### src/rtl/gpio_port_pkg.sv
package gpio_port_pkg;
  localparam int PORT_PINS   = 8;
  localparam int PORT_WORD_W = 2 * PORT_PINS;
  localparam int PORT_ADDR_W = 2;
  localparam int PORT_SYNC   = 2;

  // Byte offsets of the two register words
  localparam logic [PORT_ADDR_W-1:0] OFS_DIRDATA = 2'd0;
  localparam logic [PORT_ADDR_W-1:0] OFS_SELECT  = 2'd2;

  typedef enum logic [1:0] {
    REG_NONE    = 2'd0,
    REG_DIRDATA = 2'd1,
    REG_SELECT  = 2'd2
  } reg_sel_e;

  function automatic reg_sel_e decode_addr(input logic [PORT_ADDR_W-1:0] a);
    if (a == OFS_DIRDATA)     return REG_DIRDATA;
    else if (a == OFS_SELECT) return REG_SELECT;
    else                      return REG_NONE;
  endfunction
endpackage

### src/rtl/gpio_regfile.sv
module gpio_regfile
  import gpio_port_pkg::*;
#(
  parameter int PINS   = PORT_PINS,
  parameter int ADDR_W = PORT_ADDR_W,
  localparam int WORD_W = 2 * PINS,
  localparam int LANES  = 2
) (
  input  logic              clk,
  input  logic              rst,
  input  logic              wr_en,
  input  logic [ADDR_W-1:0] addr,
  input  logic [WORD_W-1:0] wdata,
  input  logic [LANES-1:0]  wr_be,
  output logic [PINS-1:0]   dir_q,
  output logic [PINS-1:0]   dat_q,
  output logic [PINS-1:0]   sel_q
);
  reg_sel_e target;
  logic     wr_dirdata;
  logic     wr_select;

  always_comb begin
    target     = decode_addr(addr);
    wr_dirdata = wr_en && (target == REG_DIRDATA);
    wr_select  = wr_en && (target == REG_SELECT);
  end

  // Upper lane of word 0: direction
  always_ff @(posedge clk) begin
    if (rst)                       dir_q <= '0;
    else if (wr_dirdata && wr_be[1]) dir_q <= wdata[WORD_W-1:PINS];
  end

  // Lower lane of word 0: data, kept across direction changes
  always_ff @(posedge clk) begin
    if (rst)                       dat_q <= '0;
    else if (wr_dirdata && wr_be[0]) dat_q <= wdata[PINS-1:0];
  end

  // Lower lane of word 2: select; upper lane has no storage
  always_ff @(posedge clk) begin
    if (rst)                      sel_q <= '0;
    else if (wr_select && wr_be[0]) sel_q <= wdata[PINS-1:0];
  end
endmodule

### src/rtl/gpio_sync.sv
module gpio_sync #(
  parameter int PINS   = 8,
  parameter int STAGES = 2
) (
  input  logic            clk,
  input  logic            rst,
  input  logic [PINS-1:0] async_in,
  output logic [PINS-1:0] sync_out
);
  logic [PINS-1:0] chain [STAGES];

  for (genvar s = 0; s < STAGES; s++) begin : g_stage
    if (s == 0) begin : g_first
      always_ff @(posedge clk) begin
        if (rst) chain[0] <= '0;
        else     chain[0] <= async_in;
      end
    end else begin : g_next
      always_ff @(posedge clk) begin
        if (rst) chain[s] <= '0;
        else     chain[s] <= chain[s-1];
      end
    end
  end

  assign sync_out = chain[STAGES-1];
endmodule

### src/rtl/gpio_pin_mux.sv
module gpio_pin_mux #(
  parameter int PINS = 8
) (
  input  logic            clk,
  input  logic            rst,
  input  logic [PINS-1:0] sel_q,
  input  logic [PINS-1:0] dir_q,
  input  logic [PINS-1:0] dat_q,
  input  logic [PINS-1:0] alt_out,
  input  logic [PINS-1:0] alt_oe,
  output logic [PINS-1:0] pad_out,
  output logic [PINS-1:0] pad_oe
);
  for (genvar p = 0; p < PINS; p++) begin : g_pin
    logic nxt_out;
    logic nxt_oe;

    always_comb begin
      if (sel_q[p]) begin
        nxt_out = dat_q[p];
        nxt_oe  = dir_q[p];
      end else begin
        nxt_out = alt_out[p];
        nxt_oe  = alt_oe[p];
      end
    end

    always_ff @(posedge clk) begin
      if (rst) begin
        pad_out[p] <= 1'b0;
        pad_oe[p]  <= 1'b0;
      end else begin
        pad_out[p] <= nxt_out;
        pad_oe[p]  <= nxt_oe;
      end
    end
  end
endmodule

### src/rtl/gpio_readback.sv
module gpio_readback
  import gpio_port_pkg::*;
#(
  parameter int PINS   = PORT_PINS,
  parameter int ADDR_W = PORT_ADDR_W,
  localparam int WORD_W = 2 * PINS
) (
  input  logic              clk,
  input  logic              rst,
  input  logic [ADDR_W-1:0] addr,
  input  logic [PINS-1:0]   dir_q,
  input  logic [PINS-1:0]   dat_q,
  input  logic [PINS-1:0]   sel_q,
  input  logic [PINS-1:0]   pin_sync,
  output logic [WORD_W-1:0] rdata
);
  logic [PINS-1:0]   data_view;
  logic [WORD_W-1:0] word_nxt;

  // Input GPIO pins show the live level, all others the stored bit
  for (genvar p = 0; p < PINS; p++) begin : g_view
    assign data_view[p] = (sel_q[p] && !dir_q[p]) ? pin_sync[p] : dat_q[p];
  end

  always_comb begin
    unique case (decode_addr(addr))
      REG_DIRDATA: word_nxt = {dir_q, data_view};
      REG_SELECT:  word_nxt = {{PINS{1'b0}}, sel_q};
      default:     word_nxt = '0;
    endcase
  end

  always_ff @(posedge clk) begin
    if (rst) rdata <= '0;
    else     rdata <= word_nxt;
  end
endmodule

### src/rtl/gpio_mux_port.sv
module gpio_mux_port
  import gpio_port_pkg::*;
#(
  parameter int PINS        = PORT_PINS,
  parameter int ADDR_W      = PORT_ADDR_W,
  parameter int SYNC_STAGES = PORT_SYNC,
  localparam int WORD_W = 2 * PINS
) (
  input  logic              clk,
  input  logic              rst,
  input  logic              wr_en,
  input  logic [ADDR_W-1:0] addr,
  input  logic [WORD_W-1:0] wdata,
  input  logic [1:0]        wr_be,
  output logic [WORD_W-1:0] rdata,
  input  logic [PINS-1:0]   pin_in,
  input  logic [PINS-1:0]   alt_out,
  input  logic [PINS-1:0]   alt_oe,
  output logic [PINS-1:0]   pad_out,
  output logic [PINS-1:0]   pad_oe
);
  logic [PINS-1:0] dir_q;
  logic [PINS-1:0] dat_q;
  logic [PINS-1:0] sel_q;
  logic [PINS-1:0] pin_sync;

  gpio_regfile #(.PINS(PINS), .ADDR_W(ADDR_W)) u_regs (
    .clk(clk), .rst(rst), .wr_en(wr_en), .addr(addr), .wdata(wdata),
    .wr_be(wr_be), .dir_q(dir_q), .dat_q(dat_q), .sel_q(sel_q)
  );

  gpio_sync #(.PINS(PINS), .STAGES(SYNC_STAGES)) u_sync (
    .clk(clk), .rst(rst), .async_in(pin_in), .sync_out(pin_sync)
  );

  gpio_pin_mux #(.PINS(PINS)) u_mux (
    .clk(clk), .rst(rst), .sel_q(sel_q), .dir_q(dir_q), .dat_q(dat_q),
    .alt_out(alt_out), .alt_oe(alt_oe), .pad_out(pad_out), .pad_oe(pad_oe)
  );

  gpio_readback #(.PINS(PINS), .ADDR_W(ADDR_W)) u_rd (
    .clk(clk), .rst(rst), .addr(addr), .dir_q(dir_q), .dat_q(dat_q),
    .sel_q(sel_q), .pin_sync(pin_sync), .rdata(rdata)
  );
endmodule

### config.mk
export PLATFORM = sky130hd
export DESIGN_NAME = gpio_mux_port
export DESIGN_NICKNAME = d
export VERILOG_FILES = /design/src/rtl/gpio_port_pkg.sv /design/src/rtl/gpio_regfile.sv /design/src/rtl/gpio_sync.sv /design/src/rtl/gpio_pin_mux.sv /design/src/rtl/gpio_readback.sv /design/src/rtl/gpio_mux_port.sv
export SDC_FILE = /design/constraint.sdc
export NUM_CORES = 1
export LEC_CHECK = 0
export BUFFER_PORTS_ARGS = -buffer_cell sky130_fd_sc_hd__buf_2
export CORE_MARGIN = 3
export CORE_UTILIZATION = 25
export DETAILED_ROUTE_END_ITERATION = 16
export PLACE_DENSITY_LB_ADDON = 0.08
export SLEW_MARGIN = 20
export SYNTH_ARGS = -nofsm -noshare
export SYNTH_HDL_FRONTEND = slang
export SYNTH_SLANG_ARGS = --single-unit
### constraint.sdc
create_clock -name clk -period 0.9 [get_ports clk]
set_input_delay 0.09 -clock clk [delete_from_list [all_inputs] [get_ports clk]]
set_output_delay 0.09 -clock clk [all_outputs]
set_load 0.005 [all_outputs]
==> flow_summary_export.csv <==
group,metric,value,unit
route,drtAntennaViolNets,0,
global_route,globalRouteOverflowTotal,0,
timing,final-hold-violation-count,0,
timing,timing.final.crit_share,0.960,
setup_path,r2r-start,"u_regs.sel_q[6]",
global_route,grt_usage,0.119,
timing,grt_setup_unrepaired,"yes",
setup_path,worst_r2r_path_depth,3,
setup_path,max_stage_delay,320,ps
logic_synthesis,ff_latch_count_synth,72,
die,floorplan.initialDensity,0.259,
cts,clock-sinks,72,
setup_path,critical-path-top-delay-family,"flip-flops",
setup_path,regToRegSetupSlack,60,ps
final_layout,layout-area-overhead-vs-synth,48.4,%
route,detailedRoute.firstIterationViolations,33,
setup_path,critPathArrivalTime,770,ps
setup_path,timing.critical_path.to,"rdata[7]",
cts,ctsRootBufferMaster,"sky130_fd_sc_hd__clkbuf_8",
power,vdd_drop_max,0.000995,V
setup_path,regToRegEndpoint,"u_rd.rdata[6]",
final_layout,finalCoreUtilization,0.384,
hold_path,min-delay-start,"alt_oe[2]",
setup_path,worst_ep_required_time,810,ps
global_route,grt_pass1_vias,2163,
logic_synthesis,yosysWarningCount,0,
cts,clock_tree.buffer_depth,2,
power,power_leakage,1.56,nW
cts,path_clk_slew,70,ps
setup_path,end_kind,"output port",
route,routedWlPerCell,12.3,µm
logic_synthesis,yosysTopAreaCell,"sky130_fd_sc_hd__dfxtp_1",
setup_path,path_depth,1,
timing,setup_viol_count_final,0,
cts,cts_buffers,9,
setup_path,crit_slowest_cell,"sky130_fd_sc_hd__dfxtp_2",
cts,clk_latency,340,ps
die,top_level_i_o_count,79,
power,design_power_total,6.92,mW
setup_path,critPathKind,"flip-flop to output port",
hold_path,min-delay-path-class,"primary input to flip-flop",
global_route,number_of_antenna_violations_at_the_first_check_in_global_routing,0,
final_layout,seqCellArea,1460,µm²
route,route.vias.total,2083,
timing,timing.slew.headroom,0.787,
logic_synthesis,seq_area_frac_synth,0.567,
timing,pin_slew_with_the_least_headroom_to_its_limit,320,ps
logic_synthesis,synthesis.nets,313,
logic_synthesis,synth_area,2540,µm²
timing,period_minus_slack,864,ps
place,dpl_cell_area,3110,µm²
cts,htreeDepth,3,
logic_synthesis,synth_area_leaders,"sky130_fd_sc_hd__dfxtp_1, sky130_fd_sc_hd__mux2i_1, sky130_fd_sc_hd__nor2_1",
final_layout,num_antenna_cells,0,
final_layout,nNetsFinal,430,
route,drcViolationCount,0,
place,post-dp-hpwl,4490,µm
final_layout,multi_input_comb_area,966,µm²
job,drv_cap,0,
timing,maxClockFrequency,1160,MHz
setup_path,path_max_fanout,1,
die,dieHeight,107,µm
place,place_congestion,0.711,
die,fp.dieArea,11400,µm²
global_route,grt_first_pass_wirelength,10300,µm
route,avgViaCountPerCell,4.00,
setup_path,timing.critical_path.from,"u_rd.rdata[7]",
setup_path,timing.critical_path.buf_inv,1,
timing,setup-tns-final,0,ps
logic_synthesis,syn_inst,266,
final_layout,fraction_of_final_layout_cells_with_drive_strength_greater_than_1,0.320,
place,port_buffers,78,
power,power-per-cell-area,1840,nW/µm²
timing,report.final.slew_viol_count,0,
global_route,grt_max_degree,30,
cts,tritoncts,"done",
status,run_status,"finished clean",
final_layout,layout.filler_cells,1064,
route,number_of_detailed_route_iterations_in_the_first_pass,5,
setup_path,cp-start-kind,"flip-flop",
logic_synthesis,post-synth-top-area-fraction,0.567,
die,fp.coreArea,9820,µm²
logic_synthesis,synthDistinctLibCells,18,
timing,fin_skew,7.79,ps
final_layout,fin_area,3770,µm²
die,die_w,107,µm
logic_synthesis,postSynthAreaPerCell,9.55,µm²
setup_path,crit_path_cell_trace,"buf_2",
route,wl,6380,µm
die,placementRows,36,
==> worst min-delay path by stage <==
| stage | depth (start not counted) | endpoint |
|---|---|---|
| floorplan | 1 | u_sync.chain[0][0] |
| CTS | 3 | u_mux.pad_oe[2] |
| global route | 3 | u_mux.pad_oe[2] |
| detailed placement | 2 | u_sync.chain[0][7] |
| global placement | 2 | u_sync.chain[0][1] |
| finish | 3 | u_mux.pad_oe[2] |
==> layer usage <==
metal | track usage | vias to the layer above | wire length, µm
li1 | - | 1093 | -
met1 | 0.140 | 923 | 2850
met2 | 0.198 | 61 | 3020
met3 | 0.0482 | 6 | 430
met4 | 0.0384 | 0 | 77
met5 | 0 | - | 0
==> placed cells by master (no fill, tap or decap), types with 4 or more instances in the layout <==
master / n
sky130_fd_sc_hd__a21oi_1: 24
sky130_fd_sc_hd__and2_1: 8
sky130_fd_sc_hd__buf_2: 74
sky130_fd_sc_hd__buf_4: 7
sky130_fd_sc_hd__buf_6: 4
sky130_fd_sc_hd__clkbuf_8: 9
sky130_fd_sc_hd__dfxtp_1: 54
sky130_fd_sc_hd__dfxtp_2: 18
sky130_fd_sc_hd__dlygate4sd3_1: 38
sky130_fd_sc_hd__inv_1: 8
sky130_fd_sc_hd__mux2i_1: 32
sky130_fd_sc_hd__nand2_1: 32
sky130_fd_sc_hd__nor2_1: 40
sky130_fd_sc_hd__nor2b_1: 16
sky130_fd_sc_hd__o22ai_1: 8
==> report_power, final <==
part / switching (mW) / total [mW] / internal, mW
logic: 0.230 / 0.574 / 0.344
clock network: 1.17 / 3.01 / 1.83
registers: 0.0528 / 3.34 / 3.29
==> synth_stat cells <==
| cell type | number |
|---|---|
| sky130_fd_sc_hd__dfxtp_1 | 72 |
| sky130_fd_sc_hd__buf_6 | 2 |
| sky130_fd_sc_hd__nor2b_1 | 16 |
| sky130_fd_sc_hd__nor2_1 | 40 |
| sky130_fd_sc_hd__nand2_1 | 32 |
| sky130_fd_sc_hd__nor3_1 | 1 |
| sky130_fd_sc_hd__and4b_1 | 1 |
| sky130_fd_sc_hd__clkbuf_1 | 9 |
| sky130_fd_sc_hd__nor2_2 | 1 |
| sky130_fd_sc_hd__nand4b_1 | 1 |
| sky130_fd_sc_hd__buf_4 | 1 |
| sky130_fd_sc_hd__and4bb_2 | 2 |
| sky130_fd_sc_hd__a21oi_1 | 24 |
| sky130_fd_sc_hd__buf_2 | 8 |
| sky130_fd_sc_hd__o22ai_1 | 8 |
| sky130_fd_sc_hd__inv_1 | 8 |
| sky130_fd_sc_hd__and2_1 | 8 |
| sky130_fd_sc_hd__mux2i_1 | 32 |
==> flip-flops by register name, summed over array words and instances (netlist names) <==
signal,cells
u_mux.pad_out,8
u_regs.dat_q,8
u_sync.chain,16
u_regs.sel_q,8
u_mux.pad_oe,8
u_regs.dir_q,8
u_rd.rdata,16
==> cell families after synthesis <==
kind of cell	after synthesis	share of synthesized area
AO/OA/AOI/OAI	32	0.0670
multiplexers	32	0.126
flip-flops	72	0.567
AND/OR/NAND/NOR	102	0.187
buffers and inverters	28	0.0527
==> per-stage QoR <==
step	std cells	setup slack, ps	hold WS [ps]
floorplan	266	44.0	218
global placement	467	-145	298
detailed placement	467	-179	304
CTS	521	6.90	0.272
global route	521	-13.2	26.5
finish	521	36.2	9.96
==> final cells by class <==
cell class | count | area share
clock buffers | 10 | 0.0339
clock inverters | 6 | 0.0285
inverters | 8 | 0.00797
multi-input cells | 166 | 0.256
flip-flops and latches | 72 | 0.388
well taps | 133 | 0.0441
repair buffers | 126 | 0.241
==> timing repair <==
item	CTS	global route
cloned	0	0
endpoints found under the setup margin	3	26
endpoints found under the hold margin	44	0
resized for setup	3	19
setup buffers	0	0
hold buffers	38	0
(Power assumes the default switching activity.)
